<file path="src/rtl/pushpop_pkg.sv">
package pushpop_pkg;

  typedef enum logic [1:0] {
    SOP_PUSH    = 2'd0,
    SOP_POP     = 2'd1,
    SOP_POPRET  = 2'd2,
    SOP_POPRETZ = 2'd3
  } stk_op_e;

  typedef enum logic [2:0] {
    UK_STORE = 3'd0,
    UK_LOAD  = 3'd1,
    UK_SPADD = 3'd2,
    UK_ZERO  = 3'd3,
    UK_RET   = 3'd4
  } uop_kind_e;

  localparam logic [4:0] REG_RA = 5'd1;
  localparam logic [4:0] REG_SP = 5'd2;
  localparam logic [4:0] REG_A0 = 5'd10;

  // slot 0 = ra, slots 1..2 = s0..s1, slots 3..12 = s2..s11 (x18..x27)
  function automatic logic [4:0] slot_reg(input logic [3:0] k);
    logic [4:0] r;
    case (k)
      4'd0:    r = REG_RA;
      4'd1:    r = 5'd8;
      4'd2:    r = 5'd9;
      default: r = 5'({1'b0, k}) + 5'd15;
    endcase
    return r;
  endfunction

endpackage

</file>
<file path="src/rtl/pushpop_decode.sv">
module pushpop_decode #(
  parameter int XLEN  = 32,
  parameter int OFF_W = 12
) (
  input  logic [3:0]       rlist,
  input  logic [1:0]       xtra,
  output logic             legal,
  output logic [3:0]       nregs,
  output logic [OFF_W-1:0] frame
);
  localparam logic [OFF_W-1:0] XB_W  = OFF_W'(XLEN / 8);
  localparam logic [OFF_W-1:0] ALIGN = OFF_W'(15);

  logic [OFF_W-1:0] save_bytes;
  logic [OFF_W-1:0] save_round;

  always_comb begin
    legal = (rlist >= 4'd4);
    if (rlist == 4'd15)   nregs = 4'd13;
    else if (legal)       nregs = rlist - 4'd3;
    else                  nregs = 4'd0;
    save_bytes = OFF_W'(nregs) * XB_W;
    save_round = (save_bytes + ALIGN) & ~ALIGN;
    frame      = save_round + (OFF_W'(xtra) << 4);
  end

  always_comb begin
    if (legal) begin
      AST_FRAME_ALIGNED: assert (frame[3:0] == 4'd0);
      AST_FRAME_COVERS: assert (frame >= save_bytes);
    end
  end

endmodule

</file>
<file path="src/rtl/pushpop_uopgen.sv">
module pushpop_uopgen
  import pushpop_pkg::*;
#(
  parameter int XLEN  = 32,
  parameter int OFF_W = 12
) (
  input  logic [4:0]       step,
  input  stk_op_e          op,
  input  logic [3:0]       nregs,
  input  logic [OFF_W-1:0] frame,
  output uop_kind_e        kind,
  output logic [4:0]       rnum,
  output logic [OFF_W-1:0] offset,
  output logic             last
);
  localparam logic [OFF_W-1:0] XB_W = OFF_W'(XLEN / 8);

  logic [4:0]       n5;
  logic [4:0]       total;
  logic [OFF_W-1:0] slot_bytes;

  always_comb begin
    n5    = {1'b0, nregs};
    total = n5 + 5'd1;
    if (op == SOP_POPRET)  total = n5 + 5'd2;
    if (op == SOP_POPRETZ) total = n5 + 5'd3;
    last = (step == total - 5'd1);
    slot_bytes = (OFF_W'(step) + OFF_W'(1)) * XB_W;
  end

  always_comb begin
    kind   = UK_SPADD;
    rnum   = REG_SP;
    offset = '0;
    if (step < n5) begin
      rnum = slot_reg(step[3:0]);
      if (op == SOP_PUSH) begin
        kind   = UK_STORE;
        offset = '0 - slot_bytes;
      end else begin
        kind   = UK_LOAD;
        offset = frame - slot_bytes;
      end
    end else if (step == n5) begin
      kind   = UK_SPADD;
      rnum   = REG_SP;
      offset = (op == SOP_PUSH) ? ('0 - frame) : frame;
    end else if (op == SOP_POPRETZ && step == n5 + 5'd1) begin
      kind = UK_ZERO;
      rnum = REG_A0;
    end else begin
      kind = UK_RET;
      rnum = REG_RA;
    end
  end

endmodule

</file>
<file path="src/rtl/pushpop_ctrl.sv">
module pushpop_ctrl
  import pushpop_pkg::*;
#(
  parameter int OFF_W = 12
) (
  input  logic             clk,
  input  logic             rst_n,
  input  logic             req_valid,
  input  stk_op_e          req_op,
  input  logic             dec_legal,
  input  logic [3:0]       dec_nregs,
  input  logic [OFF_W-1:0] dec_frame,
  input  logic             uop_ready,
  input  logic             seq_last,
  output logic             req_ready,
  output logic             busy,
  output logic             illegal,
  output logic             uop_valid,
  output logic [4:0]       step,
  output stk_op_e          op_q,
  output logic [3:0]       nregs_q,
  output logic [OFF_W-1:0] frame_q
);
  logic take;
  logic fire;

  assign req_ready = !busy;
  assign uop_valid = busy;
  assign take      = req_valid && req_ready;
  assign fire      = uop_valid && uop_ready;

  always_ff @(posedge clk) begin
    if (!rst_n) begin
      busy    <= 1'b0;
      illegal <= 1'b0;
      step    <= '0;
      op_q    <= SOP_PUSH;
      nregs_q <= '0;
      frame_q <= '0;
    end else begin
      illegal <= take && !dec_legal;
      if (take && dec_legal) begin
        busy    <= 1'b1;
        step    <= '0;
        op_q    <= req_op;
        nregs_q <= dec_nregs;
        frame_q <= dec_frame;
      end else if (fire) begin
        if (seq_last) begin
          busy <= 1'b0;
          step <= '0;
        end else begin
          step <= step + 5'd1;
        end
      end
    end
  end

  AST_ILLEGAL_IDLE: assert property (@(posedge clk) disable iff (!rst_n)
    illegal |-> !busy);
  AST_LEGAL_STARTS: assert property (@(posedge clk) disable iff (!rst_n)
    take && dec_legal |=> busy && step == 5'd0);
  AST_LAST_ENDS: assert property (@(posedge clk) disable iff (!rst_n)
    fire && seq_last |=> !busy);
  AST_STEP_ADVANCE: assert property (@(posedge clk) disable iff (!rst_n)
    fire && !seq_last |=> busy && step == $past(step) + 5'd1);

endmodule

</file>
<file path="src/rtl/pushpop_seq.sv">
module pushpop_seq
  import pushpop_pkg::*;
#(
  parameter int XLEN  = 32,
  parameter int OFF_W = 12
) (
  input  logic             clk,
  input  logic             rst_n,
  input  logic             req_valid,
  output logic             req_ready,
  input  logic [1:0]       req_op,
  input  logic [3:0]       req_rlist,
  input  logic [1:0]       req_xtra,
  output logic             busy,
  output logic             illegal,
  output logic             uop_valid,
  input  logic             uop_ready,
  output logic [2:0]       uop_kind,
  output logic [4:0]       uop_reg,
  output logic [OFF_W-1:0] uop_offset
);
  logic             dec_legal;
  logic [3:0]       dec_nregs;
  logic [OFF_W-1:0] dec_frame;
  logic [4:0]       step;
  stk_op_e          op_q;
  logic [3:0]       nregs_q;
  logic [OFF_W-1:0] frame_q;
  logic             seq_last;
  uop_kind_e        kind;

  pushpop_decode #(.XLEN(XLEN), .OFF_W(OFF_W)) u_dec (
    .rlist (req_rlist),
    .xtra  (req_xtra),
    .legal (dec_legal),
    .nregs (dec_nregs),
    .frame (dec_frame)
  );

  pushpop_ctrl #(.OFF_W(OFF_W)) u_ctrl (
    .clk       (clk),
    .rst_n     (rst_n),
    .req_valid (req_valid),
    .req_op    (stk_op_e'(req_op)),
    .dec_legal (dec_legal),
    .dec_nregs (dec_nregs),
    .dec_frame (dec_frame),
    .uop_ready (uop_ready),
    .seq_last  (seq_last),
    .req_ready (req_ready),
    .busy      (busy),
    .illegal   (illegal),
    .uop_valid (uop_valid),
    .step      (step),
    .op_q      (op_q),
    .nregs_q   (nregs_q),
    .frame_q   (frame_q)
  );

  pushpop_uopgen #(.XLEN(XLEN), .OFF_W(OFF_W)) u_gen (
    .step   (step),
    .op     (op_q),
    .nregs  (nregs_q),
    .frame  (frame_q),
    .kind   (kind),
    .rnum   (uop_reg),
    .offset (uop_offset),
    .last   (seq_last)
  );

  assign uop_kind = kind;

  AST_HOLD_STALLED: assert property (@(posedge clk) disable iff (!rst_n)
    uop_valid && !uop_ready |=> uop_valid && $stable(uop_kind) && $stable(uop_reg)
      && $stable(uop_offset));
  AST_RET_FINAL: assert property (@(posedge clk) disable iff (!rst_n)
    uop_valid && uop_ready && uop_kind == 3'd4 |=> !busy);
  AST_CLEAR_THEN_RET: assert property (@(posedge clk) disable iff (!rst_n)
    uop_valid && uop_ready && uop_kind == 3'd3 |=> uop_valid && uop_kind == 3'd4);
  AST_NO_UOP_ON_ILLEGAL: assert property (@(posedge clk) disable iff (!rst_n)
    illegal |-> !uop_valid);
  AST_SPADD_ON_SP: assert property (@(posedge clk) disable iff (!rst_n)
    uop_valid && uop_kind == 3'd2 |-> uop_reg == 5'd2);

endmodule

</file>
<file path="config.mk">
export PLATFORM = sky130hd
export DESIGN_NAME = pushpop_seq
export DESIGN_NICKNAME = d
export VERILOG_FILES = /design/src/rtl/pushpop_pkg.sv /design/src/rtl/pushpop_decode.sv /design/src/rtl/pushpop_uopgen.sv /design/src/rtl/pushpop_ctrl.sv /design/src/rtl/pushpop_seq.sv
export SDC_FILE = /design/constraint.sdc
export NUM_CORES = 1
export LEC_CHECK = 0
export BUFFER_PORTS_ARGS = -buffer_cell sky130_fd_sc_hd__buf_2
export CORE_MARGIN = 5
export CORE_UTILIZATION = 28
export DETAILED_ROUTE_END_ITERATION = 8
export PLACE_DENSITY = 0.46
export SYNTH_ARGS = -nofsm -noshare
export SYNTH_HDL_FRONTEND = slang
export SYNTH_SLANG_ARGS = --single-unit
export TNS_END_PERCENT = 30
</file>
<file path="constraint.sdc">
create_clock -name clk -period 6.6 [get_ports clk]
set_input_delay 0 -clock clk [delete_from_list [all_inputs] [get_ports clk]]
set_output_delay 0 -clock clk [all_outputs]
set_load 0.005 [all_outputs]
</file>
==> results of run 1 <==
critical path, delay by kind of cell, from the launching register on:
family	cells	cell delay [ps]
AND/OR/NAND/NOR	3	1240
AO/OA/AOI/OAI	3	380
flip-flops	1	720
buffers and inverters	1	130
adder cells (fa/ha/maj)	1	350
report_power, final:
part	total, mW	switching (mW)	internal (mW)
combinational	0.212	0.117	0.0955
clock	0.0821	0.0396	0.0425
sequential	0.123	0.0145	0.109
total	0.418	0.171	0.247
worst paths after layout:
| check | from | end | slack [ps] | depth (start not counted) |
|---|---|---|---|---|
| worst max-delay path | u_ctrl.step[2] | uop_offset[10] | 3510 | 8 |
| worst min-delay path | req_rlist[0] | u_ctrl.nregs_q[0] | 20 | 2 |
| worst max register to register | u_ctrl.nregs_q[0] | u_ctrl.step[2] | 3540 | 12 |
| worst min register to register | u_ctrl.frame_q[5] | u_ctrl.frame_q[5] | 530 | 2 |
kinds of logic (layout without fill, tap and decap cells):
family | Yosys count | count (layout) | synth area share, %
XOR/XNOR | 15 | 15 | 5.97
flip-flops | 17 | 17 | 15.5
buffers and inverters | 34 | 57 | 6.87
multiplexers | 5 | 5 | 2.27
AND/OR/NAND/NOR | 115 | 115 | 28.2
AO/OA/AOI/OAI | 85 | 85 | 27.1
other | 1 | 2 | 0.170
adder cells (fa/ha/maj) | 24 | 24 | 14.0
sequential cells by signal (all words and copies together), names as in the netlist:
register	flops
u_ctrl.nregs_q	4
u_ctrl.frame_q	4
u_ctrl.op_q	2
u_ctrl.step	5
u_ctrl.busy	1
u_ctrl.illegal	1
layer usage:
layer / GRT usage, % / wire length (um)
met5: 0 / 0
met4: 1.37 / 23
met2: 19.9 / 2770
met1: 16.1 / 2840
met3: 1.70 / 198
what timing repair did:
item,in CTS,in global routing
gates resized for setup,0,0
endpoints found under the hold margin,3,0
setup endpoints to repair,0,0
hold buffers,3,0
layout make-up:
type,instances,share of cell area (%)
multi-input combinational,246,68.6
sequential,17,13.6
timing repair buffer,38,8.42
tap,102,5.11
inverter,15,2.25
clock buffer,3,1.65
clock inverter,1,0.301
cells in the final DEF (no fill, tap or decap), types with 3 or more instances in the layout:
| master | synthesis | layout |
|---|---|---|
| nor2_1 | 15 | 15 |
| dfxtp_1 | 17 | 17 |
| a21o_1 | 4 | 4 |
| nor2b_1 | 12 | 12 |
| clkbuf_8 | 0 | 3 |
| nor3_1 | 7 | 7 |
| or3b_2 | 3 | 3 |
| or3_1 | 3 | 3 |
| o31ai_1 | 3 | 3 |
| xnor2_1 | 7 | 7 |
| a31oi_1 | 5 | 5 |
| buf_2 | 1 | 33 |
| o22ai_1 | 4 | 4 |
| o21ai_0 | 16 | 16 |
| and3_1 | 6 | 6 |
| nand3_1 | 7 | 7 |
| and2_1 | 3 | 3 |
| mux2i_1 | 5 | 5 |
| nand2b_1 | 8 | 8 |
| o211ai_1 | 3 | 3 |
| a21oi_1 | 22 | 22 |
| inv_1 | 15 | 15 |
| a21boi_0 | 4 | 4 |
| nand2_1 | 34 | 34 |
| dlygate4sd3_1 | 0 | 3 |
| or2_2 | 3 | 3 |
| xor2_1 | 8 | 8 |
| ha_1 | 23 | 23 |
metrics by stage:
stage	hold slack (ps)	total power, mW
2_1_floorplan	89.9	0.272
3_3_place_gp	213	0.338
3_5_place_dp	221	0.338
4_1_cts	7.77	0.425
5_1_grt	15.4	0.453
6_report	19.6	0.418
==> flow_summary.ini, run 1 <==
[routing]
vias = 2168
ant_nets = 0
vias_per_cell = 5.14
wl_um = 5830
drt_iter0_markers = 110
wl_per_cell_um = 13.8
first_pass_iters = 4
drc = 0

[global_routing]
grt.total_usage_pct = 11.7
grt_max_degree = 18
grt_pass1_wl_um = 9550
grt_pass1_vias = 1976
antenna_found_initial = 0
grt_overflow = 0

[place]
dpl.cell_count = 415
io_buffers = 33
dp_hpwl_um = 4640
pre_cts_ws_ps = 3560
place_congestion = 0.858
dpl_cell_area_sq_um = 2420

[yosys]
yosysSeqAreaShare_pct = 15.5
ys_warn_count = 0
synth-seq-cells = 17
netlist_top_cells_count = 34 x nand2_1, 23 x ha_1, 22 x a21oi_1, 17 x dfxtp_1, 16 x o21ai_0
synth-edff-count = 0
synth_top_area_share_pct = 15.5
synthesis.area_sq_um = 2200
syn_inst = 296
yosysUniqueCellTypes = 63
synth-async-reset-ratio_pct = 0
syn_area_per_cell_sq_um = 7.44
yosysTopAreaCell = dfxtp_1
synthFlopType = dfxtp_1
synth.area.top_cells = dfxtp_1 15%, ha_1 13%, nand2_1 5.8%, a21oi_1 5.0%, o21ai_0 3.6%
synth.most_common_cell = nand2_1

[critical_path]
crit_path_max_fanout = 16
worstPathArrival_ps = 3090
critical_path_class = reg -> out
crit_required_ps = 6600
crit_path_end_kind = output pin
max_stage_delay_ps = 720
cp-start-kind = flop
crit_chain = ha_1, a21oi_1, nor2b_1, or4_1, or4_1, o21ai_0, o21ai_0, buf_2
slowest_stage = dfxtp_1

[finish]
layout.nets = 357
antenna_cells = 0
seqCellArea_sq_um = 340
drive_gt1_share_pct = 16.3
fin_util_pct = 32.5
syn_to_final_growth_pct = 13.4
layout.cells.non_filler = 422
finalInstanceArea_sq_um = 2500
multiInputGateArea_sq_um = 1710
n_fill_cell = 850

[cts]
cts_tree = done
clk_pin_slew_worst_paths_ps = 70
cts_made_buffers = 3
clk_latency_ps = 250
root_buffer = clkbuf_8
post_cts_buffers = 0
clockBufferDepth = 2
clock-sinks = 17
cts.htree.levels = 1

[die]
ios = 36
num_rows = 32
die_w_um = 98.7
die_y_um = 98.7
core_area_sq_um = 7690
dieArea_sq_um = 9740
start_util_pct = 28.6

[sta]
clock_skew_ps = 2.72
period_minus_slack_ps = 3090
final-hold-violation-count = 0
grt_setup_unrepaired = false
setup_viol = 0
slew_headroom_pct = 54.1
worst_slew_pin_slew_ps = 681
final_max_slew_viol_count = 0
period_share_pct = 46.8
max_freq_mhz = 324
fin_ws_ps = 3510
setup-tns-final_ps = 0

[status]
outcome = finished, final reports clean

[power]
p_per_area_nw_per_um2 = 167
irDropWorstVdd_uv = 116
leakage_nw = 1.03

[hold_path]
min_path_type = in -> reg

[job]
maxCapViolCount = 0
Note: power is estimated with default switching activity, not from simulation.
==> inputs of run 2 (changes only) <==
ABC_AREA = 1   (was not set)
PLACE_DENSITY = 0.47   (was 0.46)
clock period = 3.25 ns   (was 6.6 ns; I/O delays follow)
==> run 2 against run 1 <==
- register-to-register slack lost 2600 ps
- final cell count is 12% higher
- core utilization is 0.81 points higher
- first-iteration DRC count is 27% lower
- synthesized cell count increased by 14%
- via count fell by 0.97%
- die area fell by 6.0%
- clock power rose by 95%
- clock skew is 4.8 ps higher
- global-route usage grew 2.1 points
- total power grew 94%
- sequential cell count did not move
- largest cell class unchanged
==> flow_summary.ini, run 2 <==
[yosys]
synth-edff-count = 0
netlist_top_cells_count = 80 x nand2_1, 51 x inv_1, 28 x nand3_1, 27 x nor2_1, 25 x o21ai_0
yosysTopAreaCell = dfxtp_1
synth_xor_area_share_pct = 4.20
synth-async-reset-ratio_pct = 0
yosysUniqueCellTypes = 38
synth.most_common_cell = nand2_1
synthMuxAreaShare_pct = 0
synthesis.area_sq_um = 2050
yosys.area_share.simple_pct = 35.0
synth_compound_area_share_pct = 16.9
yosysSeqAreaShare_pct = 16.6
synth.area.top_cells = dfxtp_1 17%, nand2_1 15%, ha_1 14%, inv_1 9.3%, nand3_1 6.8%
syn_area_per_cell_sq_um = 6.08
synth-seq-cells = 17
syn_inst = 338
synth_top_family_by_area = simple AND/OR/NAND/NOR gates
synth_top_area_share_pct = 16.6
synthFlopType = dfxtp_1
ys_warn_count = 0
yosys.area_share.adder_pct = 15.0

[critical_path]
max_stage_delay_ps = 540
cp-start-kind = flop
crit_chain = ha_1, nand2_1, nor2_1, xor2_1, ha_1, a21oi_1, inv_1, a31oi_1, or2_2, nand3_1, a22oi_1, buf_2
path_buf_inv = 2
critical_path_class = reg -> out
crit_required_ps = 3250
crit_path_max_fanout = 8
cpMostUsedCell = ha_1
worstPathArrival_ps = 2790
slowest_stage = dfxtp_1
rrSetupSlack_ps = 920
crit_path_end_kind = output pin
cp_top_family = adder cells

[finish]
layout.cells.most_common_list = 80 x nand2_1, 51 x inv_1, 33 x buf_2
layout.cells.non_filler = 473
largest_reg_flops = 5
antenna_cells = 0
n_fill_cell = 821
syn_to_final_growth_pct = 16.9
final_common_cell = nand2_1
seqCellArea_sq_um = 340
drive_gt1_share_pct = 15.8
finalInstanceArea_sq_um = 2400
fin_util_pct = 33.3
multiInputGateArea_sq_um = 1470
layout.nets = 411
reg_top3 = u_ctrl.step x5, u_ctrl.frame_q x4, u_ctrl.nregs_q x4
top_register = u_ctrl.step

[routing]
wl_per_cell_um = 12.3
first_pass_iters = 4
vias = 2147
ant_nets = 0
drc = 0
drt_iter0_markers = 80
wl_um = 5810
vias_per_cell = 4.54

[sta]
final_max_slew_viol_count = 0
setup-tns-final_ps = 0
max_freq_mhz = 358
setup_viol = 0
fin_ws_ps = 457
whs_ps = 55.8
grt_setup_unrepaired = false
clock_skew_ps = 7.54
period_minus_slack_ps = 2790
final-hold-violation-count = 0
worst_slew_pin_slew_ps = 525
period_share_pct = 85.9
slew_headroom_pct = 65.0

[die]
num_rows = 31
start_util_pct = 28.5
ios = 36
dieArea_sq_um = 9150
die_y_um = 95.7
core_area_sq_um = 7210
die_w_um = 95.7

[cts]
clk_latency_ps = 250
root_buffer = clkbuf_8
clock-sinks = 17
cts_tree = done
clk_pin_slew_worst_paths_ps = 60
cts_made_buffers = 3
post_cts_buffers = 0
cts.htree.levels = 1
clockBufferDepth = 2

[hold_path]
min_path_type = in -> reg

[place]
dpl_cell_area_sq_um = 2310
io_buffers = 33
dp_hpwl_um = 4830
place_congestion = 0.806
dpl.cell_count = 465
pre_cts_ws_ps = 714

[global_routing]
grt_max_degree = 15
grt_overflow = 0
antenna_found_initial = 0
grt.total_usage_pct = 13.7
grt_pass1_wl_um = 10000
grt_pass1_vias = 2095

[power]
leakage_nw = 1.23
p_per_area_nw_per_um2 = 337
p_total_uw = 811
irDropWorstVdd_uv = 178

[status]
outcome = finished, final reports clean

[job]
maxCapViolCount = 0
-- run 2: cell count changes after synthesis, sizes merged, moves of 8 or more --
cell    previous run  this run
nand3              7        31
nand2b             8         0
inv               15        53
nor2              15        31
nor2b             12         0
nand2             34        84
o21ai             18        26
clkbuf            13         1
-- run 2: layout make-up --
cell class	count	area share, %
timing repair buffer	38	8.85
sequential	17	14.2
inverter	55	8.65
multi-input combinational	260	61.1
tap	99	5.16
clock buffer	3	1.72
clock inverter	1	0.313
-- run 2: report_power, final --
part           internal [mW]  switching [mW]
logic                  0.164           0.246
registers              0.221          0.0196
clock network         0.0862          0.0737
total                  0.471           0.339
-- run 2: kinds of logic after synthesis --
logic type	after synthesis
AND/OR/NAND/NOR	162
AO/OA/AOI/OAI	63
buffers and inverters	62
adder cells (fa/ha/maj)	24
flip-flops	17
XOR/XNOR	9
other	1
-- run 2: worst register-to-register path: cells and delay by family (launching register included) --
kind	cells	cell delay (ps)
AND/OR/NAND/NOR	8	980
flip-flops	1	420
AO/OA/AOI/OAI	1	160
adder cells (fa/ha/maj)	2	540
buffers and inverters	1	130
-- run 2: what timing repair did --
action                                  4_1_cts  5_1_grt
resized for setup                             0        0
hold endpoints to repair                      3        0
endpoints found under the setup margin        0        0
hold buffers                                  4        0
-- run 2: path summary, 6_finish.rpt --
path                      from              to  cells after the start
min reg2reg     u_ctrl.step[4]  u_ctrl.step[4]                      2
max reg2reg  u_ctrl.nregs_q[0]     u_ctrl.busy                     12
min                  uop_ready     u_ctrl.busy                      4
max             u_ctrl.step[1]   uop_offset[7]                     12
-- run 2: routing by layer --
metal,vias up,GRT usage [%],wire [um]
li1,1165,-,-
met1,933,20.0,3040
met2,45,21.8,2500
met3,4,1.97,226
met4,0,2.01,46
met5,-,0,0
==> inputs of run 3 (changes only) <==
BUFFER_PORTS_ARGS = not set   (was -buffer_cell sky130_fd_sc_hd__buf_2)
DONT_BUFFER_PORTS = 1   (was not set)
PLACE_DENSITY = 0.42   (was 0.47)
==> run 3 against run 2 <==
- via count decreased by 2.3%
- clock skew decreased by 4.3 ps
- register-to-register slack got worse by 660 ps
- highest routed layer unchanged
- sequential cell count unchanged
- first-iteration DRC count increased by 45%
- final cell count decreased by 6.1%
==> flow_summary.ini, run 3 (synthesized netlist as in run 2, its figures left out) <==
[power]
leakage_nw = 1.10
swShare_pct = 42.5
irDropWorstVdd_uv = 152
p_per_area_nw_per_um2 = 333
seqPwrFrac_pct = 31.9
combPwrFrac_pct = 47.6
clock_power_share_pct = 20.4
power.internal_uw = 436
p_sw_uw = 322

[global_routing]
antenna_found_initial = 0
grt_pass1_wl_um = 9540
grt_overflow = 0
grt_pass1_vias = 1997
grt_max_degree = 15
grt.total_usage_pct = 13.0

[finish]
layout.nets = 382
antenna_cells = 0
reg_top3 = u_ctrl.step x5, u_ctrl.frame_q x4, u_ctrl.nregs_q x4
layout.cells.non_filler = 444
largest_reg_flops = 5
drive_gt1_share_pct = 7.25
layout.cells.most_common_list = 80 x nand2_1, 51 x inv_1, 28 x nand3_1
final_common_cell = nand2_1
syn_to_final_growth_pct = 10.7
top_register = u_ctrl.step

[critical_path]
crit_path_max_fanout = 6
path_buf_inv = 2
cpMostUsedCell = nand2_1
crit_required_ps = 3390
slowest_stage = dlygate4sd3_1
max_stage_delay_ps = 550
crit_path_end_kind = flop
cp-start-kind = flop
worstPathArrival_ps = 3130
critical_path_class = reg -> reg
crit_chain = inv_1, ha_1, or2_2, nand3_2, ha_1, nand4_1, nor2_1, nand2_1, nand2_1, nand3_2, o21bai_1, dlygate4sd3_1, nand2_1
cp_top_family = simple AND/OR/NAND/NOR gates

[cts]
cts_tree = done
root_buffer = clkbuf_8
clk_pin_slew_worst_paths_ps = 60
cts.htree.levels = 1
clk_latency_ps = 250
cts_made_buffers = 3
clock-sinks = 17
clockBufferDepth = 2

[hold_path]
min_path_type = in -> reg

[sta]
grt_setup_unrepaired = false
slew_headroom_pct = 65.2
clock_skew_ps = 3.22
worst_slew_pin_slew_ps = 521
period_share_pct = 91.9
final-hold-violation-count = 0
final_max_slew_viol_count = 0
setup_viol = 0
max_freq_mhz = 335
period_minus_slack_ps = 2990
setup-tns-final_ps = 0

[routing]
wl_per_cell_um = 12.7
ant_nets = 0
vias_per_cell = 4.73
drt_iter0_markers = 116
vias = 2098
first_pass_iters = 4
wl_um = 5640
drc = 0

[status]
outcome = finished, final reports clean

[place]
dpl.cell_count = 432
io_buffers = 0
dp_hpwl_um = 4690
place_congestion = 0.812

[die]
start_util_pct = 28.5
die_w_um = 95.7
ios = 36
num_rows = 31
dieArea_sq_um = 9150
core_area_sq_um = 7210
die_y_um = 95.7

[job]
maxCapViolCount = 0
[run 3: power by group through the flow]
stage | registers [mW] | clock network (mW) | logic [mW]
floorplan | 0.240 | 0 | 0.281
global placement | 0.247 | 0 | 0.360
detailed placement | 0.246 | 0 | 0.356
CTS | 0.242 | 0.159 | 0.366
global route | 0.245 | 0.174 | 0.418
finish | 0.242 | 0.155 | 0.361
[run 3: metal layers]
layer / up-vias / GRT usage (%) / wire length (um)
met5: - / 0 / 0
met4: 0 / 2.13 / 17
met3: 2 / 1.82 / 357
met2: 57 / 20.6 / 2400
met1: 933 / 18.9 / 2860
li1: 1106 / - / -
[run 3: area by class of cell]
| class | instances | area (sq um) |
|---|---|---|
| fill | 835 | 4940 |
| multi-input combinational | 260 | 1470 |
| sequential | 17 | 340 |
| inverter | 55 | 208 |
| tap | 99 | 124 |
| timing repair buffer | 9 | 87.6 |
| clock buffer | 4 | 45.0 |
[run 3: worst reg2reg max path, delay by kind of cell, from the launching register on]
family	cells	cell delay [ps]
AOI/OAI and AO/OA	1	160
adders and majority gates	2	560
and+or+nand+nor	8	1010
DFF	1	440
buffers and inverters	2	690
[run 3: path summary, 6_finish.rpt]
kind                                          end  depth (start not counted)              start  slack [ps]
worst max-delay path                  u_ctrl.busy                         13  u_ctrl.nregs_q[0]         260
worst max register to register        u_ctrl.busy                         13  u_ctrl.nregs_q[0]         260
worst min-delay path            u_ctrl.frame_q[4]                          3        req_xtra[0]          10
worst min register to register     u_ctrl.step[4]                          2     u_ctrl.step[4]         570
[run 3: repair_timing]
action                                 CTS  global route
hold buffers                             8             0
endpoints found under the hold margin    6             0
gates resized for setup                  0             0
buffers inserted                         0             0
[run 3: through the flow]
step	power, mW	hold slack (ps)	area [sq um]	utilization [%]	setup WS [ps]
6_report	0.758	9.74	2270	31.5	263
5_1_grt	0.837	30.5	2270	31.5	42.8
4_1_cts	0.768	12.8	2270	31.5	227
3_5_place_dp	0.603	84.6	2150	29.8	765
3_3_place_gp	0.608	82.5	2150	29.8	773
2_1_floorplan	0.520	76.8	2060	-	1110
